`src/rtl/tcc_pkg.sv`:
```
package tcc_pkg;
   localparam int ADDR_W = 2;

   typedef enum logic [ADDR_W-1:0] {
      SEL_CTRL = 2'd0,
      SEL_CLO  = 2'd1,
      SEL_CHI  = 2'd2,
      SEL_STAT = 2'd3
   } reg_sel_e;

   localparam int CB_IRQ = 0;
   localparam int CB_TOG = 1;
   localparam int CB_MEN = 2;
   localparam int CB_ARM = 3;
   localparam int CB_WDG = 4;
   localparam int SB_FLAG = 0;
   localparam int SB_PIN  = 1;

   typedef struct packed {
      logic wdog_en;
      logic match_en;
      logic tog_en;
      logic irq_en;
   } ctrl_t;
endpackage

```
`src/rtl/tcc_regs.sv`:
```
module tcc_regs
   import tcc_pkg::*;
#(
   parameter int CNT_W  = 16,
   parameter int BYTE_W = 8
) (
   input  logic              clk,
   input  logic              rst_n,
   input  logic              wr_en,
   input  logic [ADDR_W-1:0] wr_addr,
   input  logic [BYTE_W-1:0] wr_data,
   output ctrl_t             ctrl,
   output logic              armed,
   output logic [CNT_W-1:0]  cmp_val,
   output logic              stat_wr,
   output logic              stat_flag_d,
   output logic              stat_pin_d
);
   localparam int NBYTES = CNT_W / BYTE_W;

   logic sel_ctrl, sel_lo, sel_hi;
   assign sel_ctrl    = wr_en && (wr_addr == SEL_CTRL);
   assign sel_lo      = wr_en && (wr_addr == SEL_CLO);
   assign sel_hi      = wr_en && (wr_addr == SEL_CHI);
   assign stat_wr     = wr_en && (wr_addr == SEL_STAT);
   assign stat_flag_d = wr_data[SB_FLAG];
   assign stat_pin_d  = wr_data[SB_PIN];

   always_ff @(posedge clk) begin
      if (!rst_n) begin
         ctrl <= '0;
      end else if (sel_ctrl) begin
         ctrl.irq_en   <= wr_data[CB_IRQ];
         ctrl.tog_en   <= wr_data[CB_TOG];
         ctrl.match_en <= wr_data[CB_MEN];
         ctrl.wdog_en  <= wr_data[CB_WDG];
      end
   end

   always_ff @(posedge clk) begin
      if (!rst_n)        armed <= 1'b0;
      else if (sel_lo)   armed <= 1'b0;
      else if (sel_hi)   armed <= 1'b1;
      else if (sel_ctrl) armed <= wr_data[CB_ARM];
   end

   for (genvar g = 0; g < NBYTES; g++) begin : g_cmp_byte
      logic sel_b;
      assign sel_b = wr_en && (wr_addr == ADDR_W'(int'(SEL_CLO) + g));
      always_ff @(posedge clk) begin
         if (!rst_n)     cmp_val[g*BYTE_W +: BYTE_W] <= '0;
         else if (sel_b) cmp_val[g*BYTE_W +: BYTE_W] <= wr_data;
      end
   end

   assert_lo_disarms_R2: assert property (@(posedge clk) disable iff (!rst_n)
      sel_lo |=> !armed);
   assert_hi_arms_R3: assert property (@(posedge clk) disable iff (!rst_n)
      sel_hi |=> armed);
endmodule

```
`src/rtl/tcc_match.sv`:
```
module tcc_match #(
   parameter int CNT_W = 16
) (
   input  logic             clk,
   input  logic             rst_n,
   input  logic [CNT_W-1:0] timer_cnt,
   input  logic [CNT_W-1:0] cmp_val,
   input  logic             armed,
   input  logic             match_en,
   output logic             hit
);
   logic [CNT_W-1:0] cnt_q;

   always_ff @(posedge clk) begin
      cnt_q <= timer_cnt;
   end

   assign hit = armed && match_en && (timer_cnt != cnt_q) && (timer_cnt == cmp_val);

   assert_still_count_R11: assert property (@(posedge clk) disable iff (!rst_n)
      $stable(timer_cnt) |-> !hit);
   assert_disarmed_quiet_R2: assert property (@(posedge clk) disable iff (!rst_n)
      !armed |-> !hit);
endmodule

```
`src/rtl/tcc_events.sv`:
```
module tcc_events
   import tcc_pkg::*;
(
   input  logic  clk,
   input  logic  rst_n,
   input  logic  hit,
   input  ctrl_t ctrl,
   input  logic  stat_wr,
   input  logic  stat_flag_d,
   input  logic  stat_pin_d,
   output logic  flag,
   output logic  pin,
   output logic  wdog_pulse
);
   always_ff @(posedge clk) begin
      if (!rst_n)                     flag <= 1'b0;
      else if (hit)                   flag <= 1'b1;
      else if (stat_wr && !stat_flag_d) flag <= 1'b0;
   end

   always_ff @(posedge clk) begin
      if (!rst_n)                  pin <= 1'b0;
      else if (hit && ctrl.tog_en) pin <= ~pin;
      else if (stat_wr)            pin <= stat_pin_d;
   end

   always_ff @(posedge clk) begin
      if (!rst_n) wdog_pulse <= 1'b0;
      else        wdog_pulse <= hit && ctrl.wdog_en;
   end

   assert_hit_sets_flag_R12: assert property (@(posedge clk) disable iff (!rst_n)
      hit |=> flag);
   assert_toggle_R5: assert property (@(posedge clk) disable iff (!rst_n)
      (hit && ctrl.tog_en) |=> (pin != $past(pin)));
   assert_wdog_gated_R10: assert property (@(posedge clk) disable iff (!rst_n)
      !ctrl.wdog_en |=> !wdog_pulse);
   assert_wdog_cause_R9: assert property (@(posedge clk) disable iff (!rst_n)
      wdog_pulse |-> $past(hit));
endmodule

```
`src/rtl/tcc_channel.sv`:
```
module tcc_channel
   import tcc_pkg::*;
#(
   parameter int CNT_W   = 16,
   parameter int BYTE_W  = 8,
   parameter bit IRQ_REG = 1'b0
) (
   input  logic              clk,
   input  logic              rst_n,
   input  logic [CNT_W-1:0]  timer_cnt,
   input  logic              wr_en,
   input  logic [ADDR_W-1:0] wr_addr,
   input  logic [BYTE_W-1:0] wr_data,
   output logic              pin_out,
   output logic              irq,
   output logic              wdog_rst
);
   if (CNT_W != 2 * BYTE_W) begin : g_bad_width
      $error("tcc_channel: CNT_W must be two bytes of BYTE_W");
   end
   if (BYTE_W <= CB_WDG) begin : g_bad_byte
      $error("tcc_channel: BYTE_W too narrow for control bits");
   end

   ctrl_t            ctrl;
   logic             armed, stat_wr, stat_flag_d, stat_pin_d;
   logic [CNT_W-1:0] cmp_val;
   logic             hit, flag;

   tcc_regs #(.CNT_W(CNT_W), .BYTE_W(BYTE_W)) u_regs (
      .clk(clk), .rst_n(rst_n), .wr_en(wr_en), .wr_addr(wr_addr), .wr_data(wr_data),
      .ctrl(ctrl), .armed(armed), .cmp_val(cmp_val), .stat_wr(stat_wr),
      .stat_flag_d(stat_flag_d), .stat_pin_d(stat_pin_d)
   );

   tcc_match #(.CNT_W(CNT_W)) u_match (
      .clk(clk), .rst_n(rst_n), .timer_cnt(timer_cnt), .cmp_val(cmp_val),
      .armed(armed), .match_en(ctrl.match_en), .hit(hit)
   );

   tcc_events u_events (
      .clk(clk), .rst_n(rst_n), .hit(hit), .ctrl(ctrl), .stat_wr(stat_wr),
      .stat_flag_d(stat_flag_d), .stat_pin_d(stat_pin_d),
      .flag(flag), .pin(pin_out), .wdog_pulse(wdog_rst)
   );

   if (IRQ_REG) begin : g_irq_reg
      always_ff @(posedge clk) begin
         if (!rst_n) irq <= 1'b0;
         else        irq <= flag && ctrl.irq_en;
      end
      assert_irq_gate_R8: assert property (@(posedge clk) disable iff (!rst_n)
         irq |-> $past(ctrl.irq_en));
   end else begin : g_irq_comb
      assign irq = flag && ctrl.irq_en;
      assert_irq_gate_R8: assert property (@(posedge clk) disable iff (!rst_n)
         irq |-> ctrl.irq_en);
   end

   assert_reset_quiet_R1: assert property (@(posedge clk)
      !rst_n |=> (!wdog_rst && !pin_out));
endmodule

```
`config.mk`:
```
export PLATFORM = sky130hd
export DESIGN_NAME = tcc_channel
export DESIGN_NICKNAME = d
export VERILOG_FILES = /design/src/rtl/tcc_pkg.sv /design/src/rtl/tcc_regs.sv /design/src/rtl/tcc_match.sv /design/src/rtl/tcc_events.sv /design/src/rtl/tcc_channel.sv
export SDC_FILE = /design/constraint.sdc
export NUM_CORES = 1
export LEC_CHECK = 0
export BUFFER_PORTS_ARGS = -buffer_cell sky130_fd_sc_hd__buf_2
export CAP_MARGIN = 10
export CORE_ASPECT_RATIO = 1.4
export CORE_MARGIN = 2
export CORE_UTILIZATION = 53
export DETAILED_ROUTE_END_ITERATION = 8
export PLACE_DENSITY = 0.77
export SLEW_MARGIN = 20
export SYNTH_ARGS = -nofsm -noshare
export SYNTH_HDL_FRONTEND = slang
export SYNTH_SLANG_ARGS = --single-unit
export TNS_END_PERCENT = 100
```
`constraint.sdc`:
```
create_clock -name clk -period 1.95 [get_ports clk]
set_clock_uncertainty 0.15 [all_clocks]
set_input_delay 0 -clock clk [delete_from_list [all_inputs] [get_ports clk]]
set_output_delay 0 -clock clk [all_outputs]
set_load 0.03 [all_outputs]
```
Word level (Yosys, flattened, before mapping)
Cells that the tools add are included.
{ "op_classes": {"eq_ne": 5, "reduce_logical": 17, "muxes": 6, "bitwise_logic": 2} }
{ "ops": {"columns": ["operator", "n"], "rows": [
  ["equality test 16 bit", 1],
  ["!= test 16 bit", 1],
  ["logical AND 1 bit", 11],
  ["two-way mux 1 bit", 6],
  ["nonzero test 2 bit", 3],
  ["equality test 2 bit (second input constant)", 2],
  ["equality test 2 x 1 -> 1 bit (second input constant)", 1],
  ["logical NOT 2 bit", 1],
  ["NOT 1 bit", 2],
  ["OR reduction 2 bit", 1],
  ["logical NOT 1 bit", 1]
]} }
{ "word_totals": {"in_bits": 29, "out_inout_bits": 3, "elab_cells": 41, "ff_bits": 40} }

Logic depth before layout (Yosys ltp)
Gate-level depths: netlist (run 1).
{ "depth": {"ltp_word": 5, "depth_mapped": 6, "ltp_nobuf": 6} }

Hierarchy
A second synthesis (run 1) with hierarchy kept.
{ "unflattened": {"hier_cells": 160, "area_unflattened_um2": 1614.0} }
{ "by_module_without_submodules": {"columns": ["module", "seq_area_each_um2", "n_inst", "cells_each", "area_per_inst_um2"], "rows": [
  ["tcc_regs", 420.4, 1, 86, 800.8],
  ["tcc_match", 320.3, 1, 60, 678.2],
  ["tcc_events", 60.1, 1, 13, 128.9],
  ["tcc_channel", 0.0, 1, 1, 6.3]
]} }

Worst setup path after synthesis (run 1)
OpenSTA, ideal clock, no wires.
{ "synth_path": {"path_type": "flip-flop to flip-flop", "startpoint": "register u_regs.cmp_val[4]", "endpoint": "register u_events.pin", "arrival_time_ns": 1.295, "n_path_buf": 0, "path_stages_with_launch": 7, "period_less_slack_ns": 1.560, "required_ns": 1.685, "path_slack_ns": 0.390, "setup_ns": 0.115, "cell_sequence": "dfxtp_1 xnor2_1 nand4_1 nor4_2 nand4_1 mux2i_1 o21a_1"} }
{ "synth_between": {"elab_chain_cells": 4, "word_cells_on_any_way": 5, "classes_between": "1 x eq/ne; 1 x mux; 3 x reduce/logical"} }
{ "synth_rtl": {"columns": ["element", "line_no", "source"], "rows": [
  ["from (decl)", "tcc_regs.sv:14", "output logic [CNT_W-1:0] cmp_val,"],
  ["from (signal, indexed assignment)", "tcc_regs.sv:52", "else if (sel_b) cmp_val[g*BYTE_W +: BYTE_W] <= wr_data;"],
  ["equality test 16 bit (*)", "tcc_match.sv:18", "assign hit = armed && match_en && (timer_cnt != cnt_q) && (timer_cnt == cmp_val);"],
  ["logical AND 1 bit (*)", "tcc_match.sv:18", null],
  ["logical AND 1 bit (*)", "tcc_events.sv:23", "else if (hit && ctrl.tog_en) pin <= ~pin;"],
  ["two-way mux 1 bit or nonzero test 2 bit (tied branches)", null, null],
  ["to (signal assigned)", "tcc_events.sv:23", null],
  ["to (signal assigned)", "tcc_events.sv:24", "else if (stat_wr) pin <= stat_pin_d;"],
  ["to (decl)", "tcc_events.sv:12", "output logic pin,"]
]} }
Mark *: on every way between the ends. The rest lies on a longest branch, timed or not.
A chain may end at the register's enable or synchronous reset.

Worst setup path in the final report (run 1)
{ "layout_path": {"startpoint": "input wr_addr[0]", "endpoint": "register u_regs.cmp_val[14]"} }
{ "layout_between": {"elab_chain_cells": 2} }
{ "layout_rtl": {"columns": ["element", "line_no", "source"], "rows": [
  ["from (decl)", "tcc_channel.sv:12", "input logic [ADDR_W-1:0] wr_addr,"],
  ["equality test 2 bit", "tcc_regs.sv:49", "assign sel_b = wr_en && (wr_addr == ADDR_W'(int'(SEL_CLO) + g));"],
  ["logical AND 1 bit", "tcc_regs.sv:49", null]
]} }
Every way passes these cells.

==> summary.txt, run 1 <==
Layout
  • Final-stage net count: 242
  • Seq. cell area: 801 um2
  • Fraction of layout instances using a drive strength above 1: 0.192
  • Area of the multi-input gates: 797 um2
  • Signed area change from the synthesized netlist to the final layout: 38.5%
  • Filler cells: 199
  • Count of antenna diodes in the layout: 0

STA
  • # setup viols final: 0
  • Setup slack after layout: 136 ps
  • RSZ-0062 raised after global routing: no
  • Fin crit period: about 1800 ps
  • Hold Worst Slack: 73.4 ps
  • Worst slew margin: 0.585
  • Measured slew at the worst slew-check pin: 620 ps
  • Share of the clock period used by the worst path: 0.930
  • Final hold viol count: 0
  • Upper clock frequency limit: 551 MHz
  • Slew Limit Fails: 0
  • Setup TNS: 0 ps

Logic synthesis
  • Net count after synthesis: 177
  • Gate Count Post-Synth: 148
  • Post-synthesis sequential area ratio: 0.497
  • Largest area contributor in the synthesized netlist: sky130_fd_sc_hd__dfxtp_1
  • Count of state elements after synthesis: 40
  • Library cells used by synthesis: 25
  • Count of flip-flops with a built-in enable after synthesis: 0
  • Mean Syn Cell Area: 10.9 um2
  • Ys async rst share: 0
  • Netlist Area Pre-Place: around 1600 um2
  • Number of warning messages in the yosys log: 0
  • Share of Yosys cell area claimed by the top area cell type: 0.497
  • Top area cells in the synthesized netlist: sky130_fd_sc_hd__dfxtp_1, sky130_fd_sc_hd__mux2i_1, sky130_fd_sc_hd__xor2_1
  • Most used flip-flop cell after synthesis: sky130_fd_sc_hd__dfxtp_1

Clock network
  • Root Driver: sky130_fd_sc_hd__clkbuf_8
  • Maximum clock path buffer count: 2
  • Number of levels the H-tree was split into: 2
  • Clock-pin transition on the worst setup and hold timing paths: around 70 ps
  • Worst-Skew Late Latency: 300 ps
  • Clock tree from TritonCTS: yes
  • CTS Sinks: 40
  • Number of buffers created by CTS: 5

Power
  • Internal: 1.47 mW
  • Power density over cell area: 831 nW/um2
  • Highest ir drop seen on vdd: ~0.00067 V
  • Switching power: 0.383 mW
  • Combinational cell fraction of total power: 0.112
  • Sequential share of power: 0.468
  • Proportion of total power due to net switching: 0.206
  • Leakage power: 0.986 nW
  • Part of the total power dissipated in the clock network: 0.420

Critical path
  • Largest incremental delay on the critical path: 560 ps
  • Length in cells of the worst reg-to-reg path: 5
  • Register-to-register setup slack: 230 ps
  • Critical path, cell by cell: dlygate4sd3_1, buf_2, nor2b_1, nand2_2, mux2i_1, nor2b_1, dlygate4sd3_1
  • Category of the critical setup timing path: in -> reg
  • Master of the slowest instance on the critical path: sky130_fd_sc_hd__dlygate4sd3_1
  • Arrival time reported for the critical path endpoint: 1850 ps
  • Capturing instance or port of the critical path: u_regs.cmp_val[14]$_SDFFE_PN0P_
  • Launching element type of the critical path: input port
  • Endpoint of the worst-slack reg-to-reg timing path: u_events.flag$_SDFFE_PN0P_
  • Nature of the critical path endpoint: register
  • Launch point of the worst path: wr_addr[0]
  • Start of the worst register-to-register path: u_match.cnt_q[2]$_DFF_P_
  • WP data required: 1980 ps
  • CP Max Fanout: 9

Outcome
  • Status: completed

Floorplan
  • DIE HEIGHT: 69.2 um
  • Starting utilization of the core area: 0.560
  • Die ar.: 3500 um2
  • IO Pins: 32
  • Overall die width: 50.6 um
  • Num rows: 23
  • Core area: 2880 um2

Detailed routing
  • Vias per cell: 4.88
  • Final routed wirelength across all metal layers: 3.50 mm
  • Router iterations before antenna repair: 4
  • Wire per inst: 14.0 um
  • Violation count after the first detailed-routing iteration: 11
  • Post-route antenna net violation count: 0
  • DRC violations left: 0
  • Via count: 1,219

Placed design
  • Final weighted congestion in routability-driven placement: 0.733
  • Count of input and output buffers: 31
  • DP Worst Slack: 215 ps
  • HPWL after detailed placement: 2.34 mm

GRT
  • Global-route total usage across every layer: 0.229
  • Overflow after GRT: 0
  • Pin count of the biggest net entering global routing: 25
  • Initial antenna violation count: 0
  • Global-route wire length before repair: 5.94 mm
  • Number of global-route vias before repair: 1,285

Hold path
  • Min-delay worst type: in -> reg

Flow run
  • Maximum Capacitance Violations: 0
==> stage by stage <==
| stage | power [mW] | area (um2) | utilization | instances |
|---|---|---|---|---|
| 2_1_floorplan | 0.978 | 1610 | - | 148 |
| 3_3_place_gp | 1.04 | 1800 | 0.626 | 213 |
| 3_5_place_dp | 1.05 | 1800 | 0.626 | 213 |
| 4_1_cts | 1.87 | 2230 | 0.775 | 250 |
| 5_1_grt | 1.93 | 2230 | 0.776 | 250 |
| 6_report | 1.85 | 2230 | 0.776 | 250 |
==> per-layer routing <==
metal | share of wire | track usage
met1 | 0.43 | 0.271
met2 | 0.50 | 0.380
met3 | 0.039 | 0.0711
met4 | 0.021 | 0.0901
met5 | 0 | 0
==> power by group through the flow <==
stage / clock, mW / sequential (mW) / combinational [mW]
global route: 0.824 / 0.871 / 0.231
finish: 0.779 / 0.868 / 0.208
CTS: 0.794 / 0.868 / 0.207
floorplan: 0 / 0.884 / 0.0935
detailed placement: 0 / 0.887 / 0.160
global placement: 0 / 0.886 / 0.156
==> critical path: cells and delay by family <==
kind / cells / cell delay (ps)
buf+inv: 3 / 1230
simple gates: 3 / 430
mux: 1 / 200
==> cells by family after synthesis <==
family                    synth area share
and+or+nand+nor                      0.173
DFF                                  0.497
xor gates and xnor gates             0.174
muxes                                0.118
AOI/OAI and AO/OA                   0.0279
buffers and inverters               0.0101
==> cell usage after synthesis, drive strengths merged (2+ instances only) <==
master / instances
clkbuf: 2
xor2: 19
nor2b: 21
nor2: 3
xnor2: 13
nand3: 2
a21oi: 2
nand2: 3
o21a: 3
nand4: 5
mux2i: 19
dfxtp: 40
nor4: 5
and3: 2
==> timing repair <==
item,4_1_cts,5_1_grt
setup endpoints to repair,0,2
endpoints found under the hold margin,39,0
setup buffers,0,0
hold buffers,30,0
resized for setup,0,1
==> sequential cells by signal, summed over array words and instances, names as in the netlist <==
register	cells
u_match.cnt_q	16
u_events.pin	1
u_events.wdog_pulse	1
u_regs.cmp_val	16
u_events.flag	1
u_regs.armed	1
u_regs.ctrl	4
==> area by class of cell <==
cell class / instances / area share
multi-input combinational: 104 / 0.357
clock inverter: 2 / 0.0269
tap: 37 / 0.0207
timing repair buffer: 61 / 0.204
inverter: 1 / 0.00168
clock buffer: 5 / 0.0308
sequential: 40 / 0.359
==> cell usage in the layout, fill, tap and decap left out <==
cell                            count
sky130_fd_sc_hd__a21boi_0           1
sky130_fd_sc_hd__a21oi_1            2
sky130_fd_sc_hd__and2_1             1
sky130_fd_sc_hd__and3_1             1
sky130_fd_sc_hd__and3_2             1
sky130_fd_sc_hd__buf_2             31
sky130_fd_sc_hd__bufinv_16          2
sky130_fd_sc_hd__clkbuf_8           5
sky130_fd_sc_hd__dfxtp_1           40
sky130_fd_sc_hd__dlygate4sd3_1     30
sky130_fd_sc_hd__inv_1              1
sky130_fd_sc_hd__mux2i_1           19
sky130_fd_sc_hd__nand2_1            2
sky130_fd_sc_hd__nand2_2            1
sky130_fd_sc_hd__nand2b_1           1
sky130_fd_sc_hd__nand3_1            2
sky130_fd_sc_hd__nand3b_1           1
sky130_fd_sc_hd__nand4_1            5
sky130_fd_sc_hd__nor2_1             3
sky130_fd_sc_hd__nor2b_1           21
sky130_fd_sc_hd__nor3_1             1
sky130_fd_sc_hd__nor3b_1            1
sky130_fd_sc_hd__nor4_1             4
sky130_fd_sc_hd__nor4_2             1
sky130_fd_sc_hd__o21a_1             3
sky130_fd_sc_hd__o21ai_0            1
sky130_fd_sc_hd__xnor2_1           13
sky130_fd_sc_hd__xor2_1            19
==> worst min-delay path by stage <==
stage / from / end / slack (ps) / cells after the start
final: wr_en / u_events.pin$_SDFFE_PN0P_ / 70 / 4
after global routing: wr_en / u_events.pin$_SDFFE_PN0P_ / 100 / 4
after CTS: wr_en / u_events.flag$_SDFFE_PN0P_ / 40 / 4
after detailed placement: timer_cnt[6] / u_match.cnt_q[6]$_DFF_P_ / 6 / 1
after global placement: timer_cnt[4] / u_match.cnt_q[4]$_DFF_P_ / 2 / 1
after floorplan: timer_cnt[0] / u_match.cnt_q[0]$_DFF_P_ / -120 / 0
Note: power is estimated with default switching activity, not from simulation.
==> run 2: changes to the inputs <==
--- a/config.mk
+++ b/config.mk
@@ -9,9 +9,8 @@
 export CAP_MARGIN = 10
 export CORE_ASPECT_RATIO = 1.4
 export CORE_MARGIN = 2
-export CORE_UTILIZATION = 53
+export CORE_UTILIZATION = 35
 export DETAILED_ROUTE_END_ITERATION = 8
-export PLACE_DENSITY = 0.77
 export SLEW_MARGIN = 20
 export SYNTH_ARGS = -nofsm -noshare
 export SYNTH_HDL_FRONTEND = slang
==> run 2 against run 1 <==
  * Wire length up 6.3%
  * Non-clock buffer count up 4
  * Total power down 6.3%
  * Global-route usage down 7.1 points
  * Sequential power about the same
  * Die area up 48%
  * Setup slack better by 27 ps
  * Largest cell class unchanged
  * Final cell count up 12%
  * Largest power group unchanged
  * Critical path type unchanged
==> summary.txt, run 2 (same netlist as run 1, synthesis figures left out) <==
Outcome
  • Status: completed (unchanged)

STA
  • Fin crit period: 1790 ps (was 1810 ps)
  • Measured slew at the worst slew-check pin: 646 ps (was 620 ps)
  • RSZ-0062 raised after global routing: no (unchanged)
  • Setup TNS: 0 ps (unchanged)
  • # setup viols final: 0 (unchanged)
  • Upper clock frequency limit: 560 MHz (was 551 MHz)
  • Worst slew margin: 0.568 (was 0.585)
  • Final hold viol count: 0 (unchanged)
  • Slew Limit Fails: 0 (unchanged)
  • Share of the clock period used by the worst path: 0.916 (was 0.930)
  • Hold Worst Slack: 40.9 ps (was 73.4 ps)

Detailed routing
  • Final routed wirelength across all metal layers: 3.72 mm (was 3.50 mm)
  • Total met2 wirelength after detailed routing: 1.91 mm (was 1.77 mm)
  • Routed wl met3: 137 um (unchanged)
  • DRC violations left: 0 (unchanged)
  • Vias per cell: 4.41 (was 4.88)
  • Via count: 1,235 (was 1,219)
  • Post-route antenna net violation count: 0 (unchanged)
  • Highest routed metal layer: met4 (unchanged)
  • Violation count after the first detailed-routing iteration: 25 (was 11)
  • Router iterations before antenna repair: 4 (unchanged)
  • Metal-1 WL: 1.61 mm (was 1.52 mm)
  • Wire per inst: 13.3 um (was 14.0 um)

GRT
  • Overflow after GRT: 0 (unchanged)
  • Initial antenna violation count: 0 (unchanged)
  • Pin count of the biggest net entering global routing: 25 (unchanged)
  • Global-route total usage across every layer: 0.158 (was 0.229)
  • Number of global-route vias before repair: 1,366 (was 1,285)
  • Global-route wire length before repair: 6.12 mm (was 5.94 mm)

Clock network
  • Root Driver: sky130_fd_sc_hd__clkbuf_8 (unchanged)
  • Number of buffers added for setup after CTS: 0 (unchanged)
  • Number of buffers created by CTS: 5 (unchanged)
  • CTS Sinks: 40 (unchanged)
  • Number of levels the H-tree was split into: 2 (unchanged)
  • # resized after CTS: 0 (unchanged)
  • Maximum clock path buffer count: 2 (unchanged)
  • Worst-Skew Late Latency: 290 ps (was 300 ps)
  • Clock tree from TritonCTS: yes (unchanged)
  • Clock-pin transition on the worst setup and hold timing paths: 80 ps (was 70 ps)

Critical path
  • Kind of cell with the highest combined delay on the critical path: simple AND/OR/NAND/NOR gates (was buffers and inverters)
  • Nature of the critical path endpoint: register (unchanged)
  • Category of the critical setup timing path: in -> reg (unchanged)
  • Launch point of the worst path: timer_cnt[6] (was wr_addr[0])
  • Capturing instance or port of the critical path: u_events.pin$_SDFFE_PN0P_ (was u_regs.cmp_val[14]$_SDFFE_PN0P_)
  • Largest incremental delay on the critical path: 530 ps (was 560 ps)
  • Endpoint of the worst-slack reg-to-reg timing path: u_events.pin$_SDFFE_PN0P_ (was u_events.flag$_SDFFE_PN0P_)
  • Critical path, cell by cell: dlygate4sd3_1, buf_2, xnor2_1, nand4_1, nor4_2, nand4_1, nor3b_1, o21a_1 (was dlygate4sd3_1, buf_2, nor2b_1, nand2_2, mux2i_1, nor2b_1, dlygate4sd3_1)
  • Cell count along the critical path: 8 (was 7)
  • Buffers plus inverters on the worst setup path: 2 (was 3)
  • Launching element type of the critical path: input port (unchanged)
  • Register-to-register setup slack: 200 ps (was 230 ps)
  • Length in cells of the worst reg-to-reg path: 6 (was 5)
  • CP Max Fanout: 3 (was 9)
  • Master of the slowest instance on the critical path: sky130_fd_sc_hd__dlygate4sd3_1 (unchanged)
  • Arrival time reported for the critical path endpoint: 1820 ps (was 1850 ps)
  • Library cell appearing most often on the critical path: sky130_fd_sc_hd__nand4_1
  • Start of the worst register-to-register path: u_regs.cmp_val[6]$_SDFFE_PN0P_ (was u_match.cnt_q[2]$_DFF_P_)
  • WP data required: 1990 ps (was 1980 ps)

Layout
  • Seq. cell area: 801 um2 (unchanged)
  • Final-stage net count: 246 (was 242)
  • Signed area change from the synthesized netlist to the final layout: 41.5% (was 38.5%)
  • Area of the multi-input gates: 795 um2 (was 797 um2)
  • Most frequent standard cell in the layout excluding fill and tap cells: sky130_fd_sc_hd__dfxtp_1 (unchanged)
  • Filler cells: 446 (was 199)
  • Fraction of layout instances using a drive strength above 1: 0.183 (was 0.192)
  • Count of antenna diodes in the layout: 0 (unchanged)
  • Most frequent cells in the layout: sky130_fd_sc_hd__dfxtp_1, sky130_fd_sc_hd__dlygate4sd3_1, sky130_fd_sc_hd__buf_2, sky130_fd_sc_hd__nor2b_1 (was sky130_fd_sc_hd__dfxtp_1, sky130_fd_sc_hd__buf_2, sky130_fd_sc_hd__dlygate4sd3_1, sky130_fd_sc_hd__nor2b_1)
  • Registers with the most flip-flops: u_match.cnt_q: 16 flops, u_regs.cmp_val: 16 flops, u_regs.ctrl: 4 flops (unchanged)

Floorplan
  • Num rows: 29 (was 23)
  • Die ar.: 5170 um2 (was 3500 um2)
  • DIE HEIGHT: 84.3 um (was 69.2 um)
  • Overall die width: 61.4 um (was 50.6 um)
  • Starting utilization of the core area: 0.358 (was 0.560)
  • Core area: 4500 um2 (was 2880 um2)
  • IO Pins: 32 (unchanged)

Placed design
  • Count of input and output buffers: 31 (unchanged)
  • HPWL after detailed placement: 2.60 mm (was 2.34 mm)
  • Final weighted congestion in routability-driven placement: 0.763 (was 0.733)

Power
  • Highest ir drop seen on vdd: 0.000700 V (was 0.000669 V)
  • Combinational cell fraction of total power: 0.122 (was 0.112)
  • Sequential share of power: 0.499 (was 0.468)
  • Proportion of total power due to net switching: 0.223 (was 0.206)
  • Internal: 1.35 mW (was 1.47 mW)
  • Part of the total power dissipated in the clock network: 0.379 (was 0.420)
  • Leakage power: 1.01 nW (was 0.986 nW)
  • Power density over cell area: 762 nW/um2 (was 831 nW/um2)
  • Switching power: 0.387 mW (was 0.383 mW)

Hold path
  • Hold-critical path depth: 4 (unchanged)
  • Min-delay worst type: in -> reg (unchanged)

Flow run
  • Maximum Capacitance Violations: 0 (unchanged)
==> run 2: changes by cell type in the layout (fill, tap and decap cells not counted), sizes merged <==
cell	delta
clkinv	+1
clkbuf	+1
dlygate4sd3	+4
bufinv	-1
==> run 2: layout make-up <==
class | instances | area share
clock buffers | 6 | 0.0318
clock inverters | 2 | 0.0154
inverters | 1 | 0.00165
multi-input cells | 104 | 0.349
flip-flops and latches | 40 | 0.351
well taps | 62 | 0.0340
repair buffers | 65 | 0.217
==> run 2: how the worst min path moves through the flow <==
| stage | startpoint | endpoint | slack, ps |
|---|---|---|---|
| 5_1_grt | wr_addr[1] | u_events.flag$_SDFFE_PN0P_ | 80 |
| 3_3_place_gp | timer_cnt[14] | u_match.cnt_q[14]$_DFF_P_ | 0.5 |
| 4_1_cts | wr_addr[1] | u_events.flag$_SDFFE_PN0P_ | 30 |
| 6_report | wr_addr[1] | u_events.flag$_SDFFE_PN0P_ | 40 |
| 2_1_floorplan | timer_cnt[0] | u_match.cnt_q[0]$_DFF_P_ | -120 |
| 3_5_place_dp | timer_cnt[12] | u_match.cnt_q[12]$_DFF_P_ | 5 |
==> run 2: power by group through the flow <==
stage / sequential, mW / clock [mW] / combinational [mW]
3_5_place_dp: 0.888 / 0 / 0.163
4_1_cts: 0.868 / 0.668 / 0.213
5_1_grt: 0.871 / 0.696 / 0.234
2_1_floorplan: 0.884 / 0 / 0.0935
3_3_place_gp: 0.887 / 0 / 0.161
6_report: 0.868 / 0.658 / 0.212
==> run 2: through the flow <==
| step | cell area, um2 | std cells | setup WS (ps) | power (mW) | utilization |
|---|---|---|---|---|---|
| detailed placement | 1830 | 238 | 198 | 1.05 | 0.407 |
| floorplan | 1610 | 148 | 390 | 0.978 | - |
| finish | 2280 | 280 | 163 | 1.74 | 0.507 |
| global placement | 1830 | 238 | 245 | 1.05 | 0.407 |
| CTS | 2280 | 280 | 144 | 1.75 | 0.507 |
| global route | 2280 | 280 | 16.8 | 1.80 | 0.507 |
==> run 2: per-layer routing <==
layer / vias up / GRT usage
met5: - / 0
met3: 8 / 0.0462
met1: 569 / 0.180
met4: 0 / 0.0522
li1: 632 / -
met2: 26 / 0.272
==> run 2: tightest hold or removal path, cell delays in order <==
cell	delay [ps]
sky130_fd_sc_hd__buf_2	120
sky130_fd_sc_hd__nand3_1	110
sky130_fd_sc_hd__o21a_1	120
sky130_fd_sc_hd__o21a_1	100
==> run 2: timing repair <==
action,4_1_cts,5_1_grt
hold buffers,34,0
endpoints found under the hold margin,39,0
endpoints found under the setup margin,0,0
